==> src/rtl/fprot_pkg.sv <==
package fprot_pkg;
  typedef enum logic [2:0] {
    RG_PROG_A = 3'd0,
    RG_PROG_B = 3'd1,
    RG_DATA   = 3'd2,
    RG_FACT   = 3'd3,
    RG_USER_B = 3'd4,
    RG_USER_D = 3'd5
  } region_e;

  typedef enum logic [1:0] {
    OP_WRITE = 2'd0,
    OP_ERASE = 2'd1,
    OP_READ  = 2'd2,
    OP_RSVD  = 2'd3
  } op_e;

  typedef struct packed {
    logic ok;
    logic casc_prog_b;
    logic casc_data;
  } verdict_t;
endpackage

==> src/rtl/fprot_pw_latch.sv <==
module fprot_pw_latch #(
  parameter int PW_W   = 16,
  parameter int GP_BIT = 0
) (
  input  logic            clk,
  input  logic            rst_n,
  input  logic [PW_W-1:0] pw_store,
  output logic            global_prot
);
  logic [PW_W-1:0] pw_q;
  logic            unused_pw_bits;

  // Captured only while reset is held; frozen afterwards.
  always_ff @(posedge clk) begin
    if (!rst_n) pw_q <= pw_store;
  end

  assign global_prot    = pw_q[GP_BIT];
  assign unused_pw_bits = ^pw_q;

  // word frozen once out of reset
  a_r10_pw_frozen: assert property (@(posedge clk) disable iff (!rst_n)
    $past(rst_n) |-> $stable(pw_q));
endmodule

==> src/rtl/fprot_decide.sv <==
module fprot_decide
  import fprot_pkg::*;
#(
  parameter int ADDR_W   = 17,
  parameter int SECT_N   = 16,
  parameter int PROG_LG  = 13,
  parameter int DATA_LG  = 9,
  parameter int INFO_LG  = 7,
  parameter int UB_EN_IX = 0
) (
  input  logic [2:0]        region,
  input  logic [1:0]        op,
  input  logic [ADDR_W-1:0] addr,
  input  logic [SECT_N-1:0] we_prog_a,
  input  logic [SECT_N-1:0] we_prog_b,
  input  logic [SECT_N-1:0] we_data,
  input  logic              global_prot,
  output logic              range_ok,
  output logic              mutable,
  output verdict_t          verdict
);
  localparam int SECT_W = $clog2(SECT_N);

  function automatic logic fits(input logic [ADDR_W-1:0] a, input int lg);
    return (a >> lg) == '0;
  endfunction

  function automatic logic [SECT_W-1:0] sect_of(input logic [ADDR_W-1:0] a, input int lg);
    logic [ADDR_W-1:0] s;
    s = a >> lg;
    return s[SECT_W-1:0];
  endfunction

  logic is_read, is_mod, is_erase;
  assign is_read  = (op == OP_READ);
  assign is_erase = (op == OP_ERASE);
  assign is_mod   = (op == OP_WRITE) || is_erase;

  always_comb begin
    range_ok = 1'b0;
    mutable  = 1'b0;
    case (region_e'(region))
      RG_PROG_A: begin
        range_ok = fits(addr, PROG_LG + SECT_W);
        mutable  = we_prog_a[sect_of(addr, PROG_LG)];
      end
      RG_PROG_B: begin
        range_ok = fits(addr, PROG_LG + SECT_W);
        mutable  = we_prog_b[sect_of(addr, PROG_LG)];
      end
      RG_DATA: begin
        range_ok = fits(addr, DATA_LG + SECT_W);
        mutable  = we_data[sect_of(addr, DATA_LG)];
      end
      RG_FACT: begin
        range_ok = fits(addr, INFO_LG);
        mutable  = 1'b0;
      end
      RG_USER_B: begin
        range_ok = fits(addr, INFO_LG);
        mutable  = we_prog_b[UB_EN_IX] && !global_prot;
      end
      RG_USER_D: begin
        range_ok = fits(addr, INFO_LG);
        mutable  = !global_prot;
      end
      default: begin
        range_ok = 1'b0;
        mutable  = 1'b0;
      end
    endcase
  end

  always_comb begin
    verdict.ok          = range_ok && (is_read || (is_mod && mutable));
    verdict.casc_prog_b = verdict.ok && is_erase && (region == RG_USER_B);
    verdict.casc_data   = verdict.ok && is_erase && (region == RG_USER_D);
  end
endmodule

==> src/rtl/fprot_guard.sv <==
module fprot_guard
  import fprot_pkg::*;
#(
  parameter int ADDR_W = 17,
  parameter int SECT_N = 16,
  parameter int PW_W   = 16
) (
  input  logic              clk,
  input  logic              rst_n,
  input  logic              req_valid,
  input  logic [2:0]        req_region,
  input  logic [1:0]        req_op,
  input  logic [ADDR_W-1:0] req_addr,
  input  logic [SECT_N-1:0] we_prog_a,
  input  logic [SECT_N-1:0] we_prog_b,
  input  logic [SECT_N-1:0] we_data,
  input  logic [PW_W-1:0]   pw_store,
  output logic              resp_valid,
  output logic              resp_ok,
  output logic              resp_err,
  output logic              erase_prog_b,
  output logic              erase_data
);
  logic     global_prot;
  logic     range_ok, mutable;
  verdict_t verdict;

  fprot_pw_latch #(.PW_W(PW_W), .GP_BIT(0)) u_pw (
    .clk(clk), .rst_n(rst_n), .pw_store(pw_store), .global_prot(global_prot)
  );

  fprot_decide #(.ADDR_W(ADDR_W), .SECT_N(SECT_N)) u_dec (
    .region(req_region), .op(req_op), .addr(req_addr),
    .we_prog_a(we_prog_a), .we_prog_b(we_prog_b), .we_data(we_data),
    .global_prot(global_prot), .range_ok(range_ok), .mutable(mutable),
    .verdict(verdict)
  );

  always_ff @(posedge clk) begin
    if (!rst_n) begin
      resp_valid   <= 1'b0;
      resp_ok      <= 1'b0;
      resp_err     <= 1'b0;
      erase_prog_b <= 1'b0;
      erase_data   <= 1'b0;
    end else begin
      resp_valid   <= req_valid;
      resp_ok      <= req_valid && verdict.ok;
      resp_err     <= req_valid && !verdict.ok;
      erase_prog_b <= req_valid && verdict.casc_prog_b;
      erase_data   <= req_valid && verdict.casc_data;
    end
  end

  // a request is answered on the next cycle
  a_r1_answer: assert property (@(posedge clk) disable iff (!rst_n)
    req_valid |=> resp_valid);
  // one verdict per response, none without
  a_r1_one_verdict: assert property (@(posedge clk) disable iff (!rst_n)
    resp_valid ? (resp_ok ^ resp_err) : !(resp_ok || resp_err));
  // factory block never modifiable
  a_r4_factory_locked: assert property (@(posedge clk) disable iff (!rst_n)
    (req_valid && req_region == 3'd3 && req_op != 2'd2) |=> resp_err);
  // refusal carries no erase companion
  a_r9_deny_quiet: assert property (@(posedge clk) disable iff (!rst_n)
    resp_err |-> !(erase_prog_b || erase_data));
  // companion flags only from matching erase requests
  a_r8_casc_src_b: assert property (@(posedge clk) disable iff (!rst_n)
    erase_prog_b |-> ($past(req_region) == 3'd4 && $past(req_op) == 2'd1));
  a_r8_casc_src_d: assert property (@(posedge clk) disable iff (!rst_n)
    erase_data |-> ($past(req_region) == 3'd5 && $past(req_op) == 2'd1));
  // unknown region codes are never allowed
  a_r11_bad_region: assert property (@(posedge clk) disable iff (!rst_n)
    (req_valid && req_region > 3'd5) |=> !resp_ok);
endmodule

==> config.mk <==
export PLATFORM = sky130hd
export DESIGN_NAME = fprot_guard
export DESIGN_NICKNAME = d
export VERILOG_FILES = /design/src/rtl/fprot_pkg.sv /design/src/rtl/fprot_pw_latch.sv /design/src/rtl/fprot_decide.sv /design/src/rtl/fprot_guard.sv
export SDC_FILE = /design/constraint.sdc
export NUM_CORES = 1
export LEC_CHECK = 0
export ABC_AREA = 1
export BUFFER_PORTS_ARGS = -buffer_cell sky130_fd_sc_hd__buf_4
export CORE_MARGIN = 2
export CORE_UTILIZATION = 36
export CTS_CLUSTER_DIAMETER = 100
export DETAILED_ROUTE_END_ITERATION = 10
export PLACE_DENSITY = 0.8
export SETUP_SLACK_MARGIN = 0.15
export SKIP_LAST_GASP = 1
export SLEW_MARGIN = 40
export SYNTH_ARGS = -nofsm -noshare
export SYNTH_HDL_FRONTEND = slang
export SYNTH_SLANG_ARGS = --single-unit
==> constraint.sdc <==
create_clock -name clk -period 1.6 [get_ports clk]
set_input_delay 0.24 -clock clk [delete_from_list [all_inputs] [get_ports clk]]
set_output_delay 0.24 -clock clk [all_outputs]
set_load 0.02 [all_outputs]
==> impl_metrics.yaml <==
sta:
  timing.hold.ws_ns: 0.173
  hold_viol: 0
  fmax_mhz: 871
  setup_violations: 0
  rsz0062_at_grt: "no"
  worst_pin_slew_ns: 0.239
  fin_crit_sh: 0.718
  relSlewSlack: 0.839
  fin_worst_skew_ns: 0.00292
  setup_tns_ns: 0
  period_minus_slack_ns: 1.15
  maxSlewViolCount: 0
global_routing:
  gr-total-overflow: 0
  track_usage: 0.175
  antenna_found_initial: 0
  grt_pass1_vias: 1150
  grt_max_degree: 18
  grt_pass1_wl_um: 4520
hold_path:
  min_from: "pw_store[0]"
  whs_endpoint: "u_pw.pw_q[0]"
  min_path_cells: 1
  hp-class: "input pin to register"
logic_synthesis:
  yosysTopAreaCell: "nand2_1"
  synth_flop_cell: "dfxtp_1"
  post-synth-top-count-cell: "nand2_1"
  netlist_area_um2: 947
  synth_cell_types: 20
  yosysTopAreaCellShare: 0.301
  synth_area_leaders: "nand2_1 (30%), inv_1 (17%), nand3_1 (14%), dfxtp_1 (11%), nor2_1 (5.2%)"
  synth_edf_count: 1
  synth-seq-area-share: 0.137
  synth_seq_cells: 6
  syn_avg_cell_area_um2: 4.91
  yosys_warnings: 0
  synthArstFlopShare: 0
  syn_inst: 193
  synthesis.nets: 282
  ys_top_cells_by_count: "nand2_1 (76), inv_1 (44), nand3_1 (27), nor2_1 (13)"
clock_network:
  cts_sinks: 6
  post_cts_resized: 0
  htree_levels: 1
  cts_root_buf: "clkbuf_4"
  clk_latency_ns: 0.25
  cts_buffer_depth: 2
  clk_pin_slew_ns: 0.05
  hold_buffers: 0
  cts_buffers: 3
  cts_setup_buffers: 0
  cts_tree: "yes"
power:
  power_density_nw_per_um2: 409
  comb_power_share: 0.486
  netSwitchingPower_uw: 196
  power.internal_uw: 416
  seq_power_share: 0.262
  leakagePower_uw: 0.000955
  peakVddDrop_uv: 527
  p_sw_frac: 0.320
  p_clk_frac: 0.252
critical_path:
  cp_max_fo: 17
  cpPeakStageDelay_ns: 0.18
  critical_path_class: "input pin to register"
  reg2reg_slack_ns: 0.72
  path_cells: "buf_4 -> inv_6 -> nand2_1 -> nand3_1 -> nand2_1 -> nand2_1 -> nand2_1 -> inv_2 -> nand2_1 -> nand2_1 -> nand4_2 -> nand3_2 -> inv_1"
  slowest_stage: "buf_4"
  arrival_ns: 1.29
  startpoint_type: "input pin"
  worstPathRequired_ns: 1.74
  reg2reg_depth: 5
  r2r_start: "u_pw.pw_q[0]"
  r2r_end: "erase_prog_b"
  path_buf_inv: 4
  crit_family: "simple AND/OR/NAND/NOR gates"
  startpoint: "req_addr[13]"
  path_common_cell: "nand2_1"
  end_kind: "register"
die:
  die_w_um: 55.3
  die_area_um2: 3060
  die_h_um: 55.3
  rows: 18
  core_area_um2: 2480
  io_pins: 94
  start_util: 0.382
flow_run:
  max_cap_viol_count: 0
finish:
  drive_gt1_frac: 0.312
  stdcell_area_um2: 1500
  fin_nets: 353
  antenna_cells: 0
  fillerInstances: 267
  fin_util: 0.605
  fin_cells: 293
  regArea_um2: 130
  syn_to_final_growth_pct: 58.1
  multi_input_area_um2: 586
routing:
  route.detailed.drc: 0
  drt_wl_total_um: 2700
  drt-pass1-iter-count: 4
  wire_per_inst_um: 9.23
  vias: 1291
  drtIter0Drc: 38
  post_drt_via_cell_ratio: 4.41
  ant_nets: 0
place:
  place_inst: 289
  placed_area_um2: 1470
  place_congestion: 0.818
  place.detailed.hpwl_um: 2210
  portBuffers: 71
run_status:
  status: "finished clean"
==> layout make-up <==
class / instances / share of cell area
Tap cell: 30 / 0.0251
Timing Repair Buffer: 71 / 0.356
Clock buffer: 4 / 0.0175
Multi-Input combinational cell: 134 / 0.391
Sequential cell: 6 / 0.0869
Inverter: 48 / 0.124
==> flip-flops by register name, indices dropped and copies added (netlist names) <==
signal,cells
resp_err,1
erase_data,1
resp_valid,1
erase_prog_b,1
resp_ok,1
u_pw.pw_q,1
==> power groups by stage <==
stage / sequential [uW] / combinational [uW] / clock, uW
after floorplan: 167 / 147 / 0
after global placement: 163 / 296 / 0
after detailed placement: 163 / 298 / 0
after CTS: 160 / 299 / 157
after global routing: 161 / 337 / 171
final: 160 / 298 / 154
==> worst max path at each step <==
stage | depth (start not counted) | slack [ns] | to
after floorplan | 14 | 0.36 | erase_data
after global placement | 13 | 0.21 | resp_ok
after detailed placement | 13 | 0.19 | resp_ok
after CTS | 13 | 0.45 | resp_ok
after global routing | 11 | 0.32 | resp_ok
final | 13 | 0.45 | resp_ok
==> worst reg2reg max path: stages (launching register included) <==
cell and delay [ns]:
edfxtp_1 0.36, nor2_1 0.14, a21oi_1 0.06, nand4_2 0.08
nand3_2 0.09, nor2_1 0.09
==> kinds of logic (layout without fill, tap and decap cells) <==
| kind of cell | count (synthesis) | count (layout) | synth area share |
|---|---|---|---|
| and+or+nand+nor | 125 | 125 | 0.559 |
| buffers and inverters | 53 | 123 | 0.244 |
| AOI/OAI and AO/OA | 9 | 9 | 0.0594 |
| DFF | 6 | 6 | 0.137 |
==> routing by layer <==
layer	part of all wire	routed length [um]	up-vias	GRT usage
li1	-	-	718	-
met1	0.43	1170	521	0.207
met2	0.48	1310	50	0.318
met3	0.081	218	2	0.0468
met4	0.0044	12	0	0.0314
met5	0	0	-	0
==> cell usage in the layout (no fill, tap or decap) <==
| cell | count |
|---|---|
| a211oi_2 | 1 |
| a21oi_1 | 3 |
| a32oi_1 | 1 |
| buf_4 | 71 |
| clkbuf_1 | 1 |
| clkbuf_4 | 3 |
| dfxtp_1 | 5 |
| edfxtp_1 | 1 |
| inv_1 | 44 |
| inv_2 | 3 |
| inv_6 | 1 |
| nand2_1 | 76 |
| nand2_2 | 1 |
| nand3_1 | 27 |
| nand3_2 | 1 |
| nand4_1 | 1 |
| nand4_2 | 1 |
| nor2_1 | 13 |
| nor3_1 | 5 |
| o21ai_0 | 4 |
==> per-stage QoR <==
stage	power, uW	setup WS [ns]
floorplan	314	0.359
global placement	459	0.213
detailed placement	461	0.192
CTS	617	0.453
global route	669	0.322
finish	613	0.451
Power figures use the tool's default switching activity.
